## src/rtl/dmab_pkg.sv

```systemverilog
package dmab_pkg;
  // register selected by index bit 0 of a channel port
  typedef enum logic {
    SEL_ADDR = 1'b0,
    SEL_CNT  = 1'b1
  } dmab_sel_e;
endpackage

```

## src/rtl/dmab_ptr_flop.sv

```systemverilog
module dmab_ptr_flop (
  input  logic clk,
  input  logic rst_n,
  input  logic access_i,
  input  logic clear_i,
  output logic hi_o
);
  logic hi_d;

  always_comb begin
    hi_d = hi_o;
    if (clear_i)       hi_d = 1'b0;
    else if (access_i) hi_d = ~hi_o;
  end

  always_ff @(posedge clk or negedge rst_n) begin
    if (!rst_n) hi_o <= 1'b0;
    else        hi_o <= hi_d;
  end
endmodule

```

## src/rtl/dmab_chan_regs.sv

```systemverilog
module dmab_chan_regs
  import dmab_pkg::*;
#(
  parameter int SHIFT = 0,
  localparam int AW = 16 + SHIFT,
  localparam int PW = 17 + SHIFT
) (
  input  logic          clk,
  input  logic          rst_n,
  input  logic          wr_en_i,
  input  dmab_sel_e     sel_i,
  input  logic          hi_i,
  input  logic [7:0]    data_i,
  input  logic          pos_we_i,
  input  logic [PW-1:0] pos_i,
  output logic [15:0]   base_cnt_o,
  output logic [AW-1:0] cur_addr_o,
  output logic [PW-1:0] pos_o
);
  logic [15:0]   base_addr_q, base_addr_d, base_cnt_d;
  logic [AW-1:0] cur_d;
  logic [PW-1:0] pos_d;

  always_comb begin
    base_addr_d = base_addr_q;
    base_cnt_d  = base_cnt_o;
    cur_d       = cur_addr_o;
    pos_d       = pos_o;
    if (wr_en_i) begin
      if (sel_i == SEL_CNT) begin
        if (hi_i) base_cnt_d[15:8] = data_i;
        else      base_cnt_d[7:0]  = data_i;
      end else begin
        if (hi_i) base_addr_d[15:8] = data_i;
        else      base_addr_d[7:0]  = data_i;
      end
    end
    if (pos_we_i) pos_d = pos_i;
    // high byte write restarts the channel, overriding the engine
    if (wr_en_i && hi_i) begin
      cur_d = AW'(base_addr_d) << SHIFT;
      pos_d = '0;
    end
  end

  always_ff @(posedge clk or negedge rst_n) begin
    if (!rst_n) begin
      base_addr_q <= '0;
      base_cnt_o  <= '0;
      cur_addr_o  <= '0;
      pos_o       <= '0;
    end else begin
      base_addr_q <= base_addr_d;
      base_cnt_o  <= base_cnt_d;
      cur_addr_o  <= cur_d;
      pos_o       <= pos_d;
    end
  end
endmodule

```

## src/rtl/dmab_rd_mux.sv

```systemverilog
module dmab_rd_mux
  import dmab_pkg::*;
#(
  parameter int NUM_CH = 4,
  parameter int SHIFT  = 0,
  localparam int AW  = 16 + SHIFT,
  localparam int PW  = 17 + SHIFT,
  localparam int RW  = PW + 1,
  localparam int CHW = $clog2(NUM_CH)
) (
  input  logic [NUM_CH*AW-1:0] cur_flat_i,
  input  logic [NUM_CH*PW-1:0] pos_flat_i,
  input  logic [NUM_CH*16-1:0] cnt_flat_i,
  input  logic [NUM_CH-1:0]    dir_down_i,
  input  logic [CHW-1:0]       chan_i,
  input  dmab_sel_e            sel_i,
  input  logic                 hi_i,
  output logic [7:0]           byte_o
);
  logic [AW-1:0] cur;
  logic [PW-1:0] pos;
  logic [15:0]   cnt;
  logic [RW-1:0] addr_val, cnt_val, pick, shifted;
  logic [4:0]    sh_amt;

  always_comb begin
    cur      = cur_flat_i[chan_i*AW +: AW];
    pos      = pos_flat_i[chan_i*PW +: PW];
    cnt      = cnt_flat_i[chan_i*16 +: 16];
    addr_val = dir_down_i[chan_i] ? (RW'(cur) - RW'(pos)) : (RW'(cur) + RW'(pos));
    cnt_val  = (RW'(cnt) << SHIFT) - RW'(pos);
    pick     = (sel_i == SEL_CNT) ? cnt_val : addr_val;
    sh_amt   = hi_i ? 5'(SHIFT + 8) : 5'(SHIFT);
    shifted  = pick >> sh_amt;
    byte_o   = shifted[7:0];
  end
endmodule

```

## src/rtl/dmab_chan_bank.sv

```systemverilog
module dmab_chan_bank
  import dmab_pkg::*;
#(
  parameter int NUM_CH    = 4,
  parameter int WORD_MODE = 0,
  localparam int SHIFT = (WORD_MODE != 0) ? 1 : 0,
  localparam int AW    = 16 + SHIFT,
  localparam int PW    = 17 + SHIFT,
  localparam int CHW   = $clog2(NUM_CH),
  localparam int OFFW  = CHW + 1 + SHIFT
) (
  input  logic                 clk,
  input  logic                 rst_n,
  input  logic [OFFW-1:0]      bus_off_i,
  input  logic                 wr_en_i,
  input  logic                 rd_en_i,
  input  logic [7:0]           wr_data_i,
  output logic [7:0]           rd_data_o,
  input  logic                 ff_clear_i,
  input  logic                 ctl_reset_i,
  input  logic [NUM_CH-1:0]    dir_down_i,
  input  logic                 pos_we_i,
  input  logic [CHW-1:0]       pos_chan_i,
  input  logic [PW-1:0]        pos_val_i,
  output logic                 byte_hi_o,
  output logic [NUM_CH*AW-1:0] cur_addr_o,
  output logic [NUM_CH*PW-1:0] pos_o,
  output logic [NUM_CH*PW-1:0] xfer_len_o
);
  logic [OFFW-1:0]      port_idx;
  logic [CHW-1:0]       chan;
  dmab_sel_e            sel;
  logic [NUM_CH*16-1:0] cnt_flat;

  always_comb begin
    port_idx = bus_off_i >> SHIFT;
    chan     = port_idx[CHW:1];
    sel      = dmab_sel_e'(port_idx[0]);
  end

  dmab_ptr_flop u_ptr (
    .clk      (clk),
    .rst_n    (rst_n),
    .access_i (wr_en_i | rd_en_i),
    .clear_i  (ff_clear_i | ctl_reset_i),
    .hi_o     (byte_hi_o)
  );

  for (genvar c = 0; c < NUM_CH; c++) begin : g_ch
    logic [15:0] cnt_q;
    dmab_chan_regs #(.SHIFT(SHIFT)) u_regs (
      .clk        (clk),
      .rst_n      (rst_n),
      .wr_en_i    (wr_en_i && (chan == CHW'(c))),
      .sel_i      (sel),
      .hi_i       (byte_hi_o),
      .data_i     (wr_data_i),
      .pos_we_i   (pos_we_i && (pos_chan_i == CHW'(c))),
      .pos_i      (pos_val_i),
      .base_cnt_o (cnt_q),
      .cur_addr_o (cur_addr_o[c*AW +: AW]),
      .pos_o      (pos_o[c*PW +: PW])
    );
    assign cnt_flat[c*16 +: 16]   = cnt_q;
    assign xfer_len_o[c*PW +: PW] = (PW'(cnt_q) + PW'(1)) << SHIFT;
  end

  dmab_rd_mux #(.NUM_CH(NUM_CH), .SHIFT(SHIFT)) u_rd (
    .cur_flat_i (cur_addr_o),
    .pos_flat_i (pos_o),
    .cnt_flat_i (cnt_flat),
    .dir_down_i (dir_down_i),
    .chan_i     (chan),
    .sel_i      (sel),
    .hi_i       (byte_hi_o),
    .byte_o     (rd_data_o)
  );
endmodule

```

## config.mk

```make
export PLATFORM = sky130hd
export DESIGN_NAME = dmab_chan_bank
export DESIGN_NICKNAME = d
export VERILOG_FILES = /design/src/rtl/dmab_pkg.sv /design/src/rtl/dmab_ptr_flop.sv /design/src/rtl/dmab_chan_regs.sv /design/src/rtl/dmab_rd_mux.sv /design/src/rtl/dmab_chan_bank.sv
export SDC_FILE = /design/constraint.sdc
export NUM_CORES = 1
export LEC_CHECK = 0
export ABC_AREA = 1
export CAP_MARGIN = 30
export CORE_ASPECT_RATIO = 1.75
export CORE_UTILIZATION = 60
export CTS_BUF_LIST = sky130_fd_sc_hd__clkbuf_4
export CTS_CLUSTER_DIAMETER = 100
export DETAILED_ROUTE_END_ITERATION = 7
export DONT_BUFFER_PORTS = 1
export GPL_ROUTABILITY_DRIVEN = 0
export PLACE_DENSITY = 0.76
export SKIP_LAST_GASP = 1
export SLEW_MARGIN = 25
export SYNTH_ARGS = -nofsm -noshare
export SYNTH_HDL_FRONTEND = slang
export SYNTH_SLANG_ARGS = --single-unit
```

## constraint.sdc

```tcl
create_clock -name clk -period 15.8 [get_ports clk]
set_input_delay 3.95 -clock clk [delete_from_list [all_inputs] [get_ports clk]]
set_output_delay 3.95 -clock clk [all_outputs]
set_load 0.005 [all_outputs]
```

==> results.md <==
* Synth Flop Type: dfrtp_1
* Post-CTS Hold Buffers at 0
* Syn Inst Count at about 1.7k
* Top post-synthesis cells by area: dfrtp_1, nand2_1, o21ai_0, a21oi_1, inv_1
* Routed wire per std cell at 20.66 um
* R2r startpoint: u_ptr.hi_o$_DFFE_PN0P_
* Cell variety after synth at slightly above 40
* Vias/cell at approximately 6
* Final setup fails at 0
* P&R area growth vs syn at 6.730%
* Cell Count, Final, Fillers Out at between 2k and 2.5k
* Gates resized, CTS repair at 0
* Cell area power density at ~140 nW/um2
* Synth Area per Inst at about 8 um2
* Crit path arrival time at between 7 and 8 ns
* Minimum clock period at about 12 ns
* Root Driver: clkbuf_4
* Final period utilization at between 70% and 80%
* Total number of vias at approximately 13k
* Fin area at between 10000 and 15000 um2
* Peak VDD IR at 0.00007391 V
* Initial antenna violation count at 1
* Remaining global-route overflow at 0
* CP Launch Point: bus_off_i[1]
* Mapped Nets at approximately 1.8k
* First-pass DRT Iterations at 5
* Port-buffer cells at 0
* Flop2flop setup slack at about 13 ns
* CP required at around 12 ns
* Starting density of the core at around three fifths
* Placed instance count at 1971
* Worst Clk Skew at between 0.03 and 0.04 ns
* Worst Setup Path Type: input pin to primary output
* Final setup TNS at 0 ns
* CP dominant cell by count: nand2_1
* CP max stage cell: nor3_2
* Worst path cell trace: inv_2 -> nand2_1 -> buf_4 -> nor2_1 -> nor3_2 -> inv_2 -> or2_1 -> o21ai_1 -> inv_2 -> fa_1 -> inv_1 -> nand2_1 -> o21ai_0 -> inv_1 -> o21ai_0 -> nand2_1 -> nand2_1 -> nand2_1 -> nand3_1 -> nand3_1 -> nand2_1 -> nand2_1 -> nand2_1
* Wirelength, routed at roughly 43 mm
* Sequential share of the synthesized area at 46.78%
* WP buf/inv at 6
* Crit end category: primary output
* Top Family by Delay on Critical Path: simple AND/OR/NAND/NOR gates
* Chip height at 203.8 um
* Max_slew headroom at 42.48%
* Max Cap Violations at 0
* Clk_lat worst skew at 0.74 ns
* Cell Area, Synth at 13960 um2
* DP Area at approximately 14000 um2
* Post-CTS Setup Bufs at 0
* Top cell type's share of synthesized area at a little under half
* CTS tree: yes
* Worst reg2reg path depth at 5
* R2r endpoint: g_ch[2].u_regs.base_cnt_o[9]$_DFFE_PN0P_
* Crit-path max FO at 33
* Outcome: complete, no violations
* Min-delay worst type: flop to flop
* Nets at approximately 1.8k
* Worst-path clk slew at ~0.07 ns
* Clock H-tree levels at 2
* Slew Limit Fails at 0
* Maximum clock frequency at 84.24 MHz
* I/O Pins at 250
* First-pass GRT wire length at roughly 67 mm
* Post-synth ARST share at between 90% and 100%
* Number of synthesized register bits at ~260
* Largest net degree at the start of global routing at 262
* Number of enable flip-flop cells after synthesis at 0
* Leakage at between 7 and 8 nW
* Detailed placement HPWL at around 31 mm
* Critical Path Start Type: input pin
* Tightest Pin Transition at approximately 0.86 ns
* Drt drc at 0
* Clock Path Buffers at 3
* FILL cells at approximately 2k
* CTS buffer count at slightly below 60
* Share of post-route cells with drive strength above 1 at under 10%
* Synthesis Warnings at 0
* Final hold viol count at 0
* Largest area contributor in the netlist: dfrtp_1
* RSZ-0062 raised after global routing: no
* Antenna Violating Nets Remaining at 0
* Tot GR Track Use at 36.82%
* Number of DRC markers in iteration 0 at between 900 and 1k
* Vias in the first global route at 12.14k
* Critical path endpoint: rd_data_o[4]
* Die width at roughly 120 um
* Die area at roughly 24000 um2
* FP Rows at 73
* Core Box Area at about 23000 um2
* WP depth at 23
* Sink Count at 261
* CP peak stage delay at approximately 0.65 ns
cells in the final DEF (no fill, tap or decap), types with 3 or more instances in the layout:
master and count:
a22oi_1 26, o21a_1 11, inv_1 161, o21ai_1 16, a221oi_1 3, a21boi_0 4
dfrtp_1 261, xor2_1 53, o221ai_1 26, xnor2_1 15, nor4_1 6, nand4_1 4
nor2_4 13, nand3_1 99, ha_1 35, clkinv_1 16, nor3_2 4, inv_2 10
nand2_2 5, o21bai_1 3, clkbuf_4 89, nor3_1 18, nor2_2 13, nand2_1 441
a21oi_1 121, a21o_1 3, nor2_1 59, o22ai_1 3, o21ai_0 239, buf_4 7
metrics by stage:
step	utilization [%]	power [mW]	worst slack, ns	hold WS (ns)
after floorplan	-	1.352	4.860	0.4431
after global placement	61.87	1.524	4.163	0.4557
after detailed placement	61.91	1.543	4.059	0.4650
after CTS	65.44	2.097	4.063	0.4837
after global routing	65.52	2.233	3.550	0.5013
final	65.52	2.106	3.929	0.4897
layer usage:
| layer | up-vias | global-route usage, % | routed length (um) |
|---|---|---|---|
| met3 | 171 | 9.312 | 3826 |
| li1 | 5819 | - | - |
| met4 | 0 | 28.01 | 3444 |
| met2 | 649 | 60.12 | 20350 |
| met5 | - | 0 | 0 |
| met1 | 5910 | 41.47 | 15420 |
area by class of cell:
| cell class | instances | area (um2) | area share (%) |
|---|---|---|---|
| well taps | 300 | 375.4 | 2.519 |
| flip-flops and latches | 261 | 6531 | 43.83 |
| clock inverters | 22 | 148.9 | 0.9992 |
| inverters | 171 | 641.9 | 4.308 |
| repair buffers | 9 | 67.56 | 0.4534 |
| multi-input cells | 1232 | 6480 | 43.49 |
| clock buffers | 87 | 653.1 | 4.383 |
| diodes | 1 | 2.502 | 0.01679 |
worst reg2reg max path, cell delays in order (launching register included):
cell and delay [ns]:
dfrtp_1 0.80, inv_2 0.34, nor2_4 0.60, inv_2 0.37
nor2_2 0.52, o21ai_0 0.15
cells by family (layout without fill, tap and decap cells):
kind of cell,after synthesis,count (layout),synth area share (%)
AO/OA/AOI/OAI,461,461,18.28
XOR/XNOR,68,68,4.266
adder cells (fa/ha/maj),37,37,3.424
buffers and inverters,249,289,7.017
flip-flops,261,261,46.78
other,0,1,0
AND/OR/NAND/NOR,666,666,20.23
Yosys cell counts (10+ instances only):
library cell and instances:
nand2_1 441, dfrtp_1 261, o21ai_0 239, inv_1 161
a21oi_1 121, nand3_1 99, nor2_1 61, xor2_1 53
clkbuf_1 52, ha_1 35, a22oi_1 26, o221ai_1 26
nor3_1 20, o21ai_1 16, buf_2 15, xnor2_1 15
nor2_2 14, o21a_1 11, inv_2 10, nor2_4 10
power by group:
part / leakage, nW / internal, mW / switching (mW)
clock: 0.468 / 0.287 / 0.271
combinational: 3.52 / 0.205 / 0.389
sequential: 3.18 / 0.810 / 0.144
total: 7.18 / 1.30 / 0.804
flip-flops by register name, indices dropped and copies added, names as in the netlist:
register	count
g_ch.u_regs.cur_addr_o	64
g_ch.u_regs.pos_o	68
u_ptr.hi_o	1
g_ch.u_regs.base_addr_q	64
g_ch.u_regs.base_cnt_o	64
worst min-delay path by stage:
stage,from,depth (start not counted),endpoint
global route,g_ch[0].u_regs.base_addr_q[14]$_DFF_PN0_,1,g_ch[0].u_regs.base_addr_q[14]$_DFF_PN0_
finish,g_ch[0].u_regs.base_addr_q[14]$_DFF_PN0_,1,g_ch[0].u_regs.base_addr_q[14]$_DFF_PN0_
floorplan,g_ch[3].u_regs.base_addr_q[14]$_DFF_PN0_,2,g_ch[3].u_regs.base_addr_q[14]$_DFF_PN0_
detailed placement,g_ch[3].u_regs.base_addr_q[14]$_DFF_PN0_,2,g_ch[3].u_regs.base_addr_q[14]$_DFF_PN0_
global placement,g_ch[3].u_regs.base_addr_q[14]$_DFF_PN0_,2,g_ch[3].u_regs.base_addr_q[14]$_DFF_PN0_
CTS,g_ch[3].u_regs.base_addr_q[14]$_DFF_PN0_,2,g_ch[3].u_regs.base_addr_q[14]$_DFF_PN0_
Power figures use the tool's default switching activity.
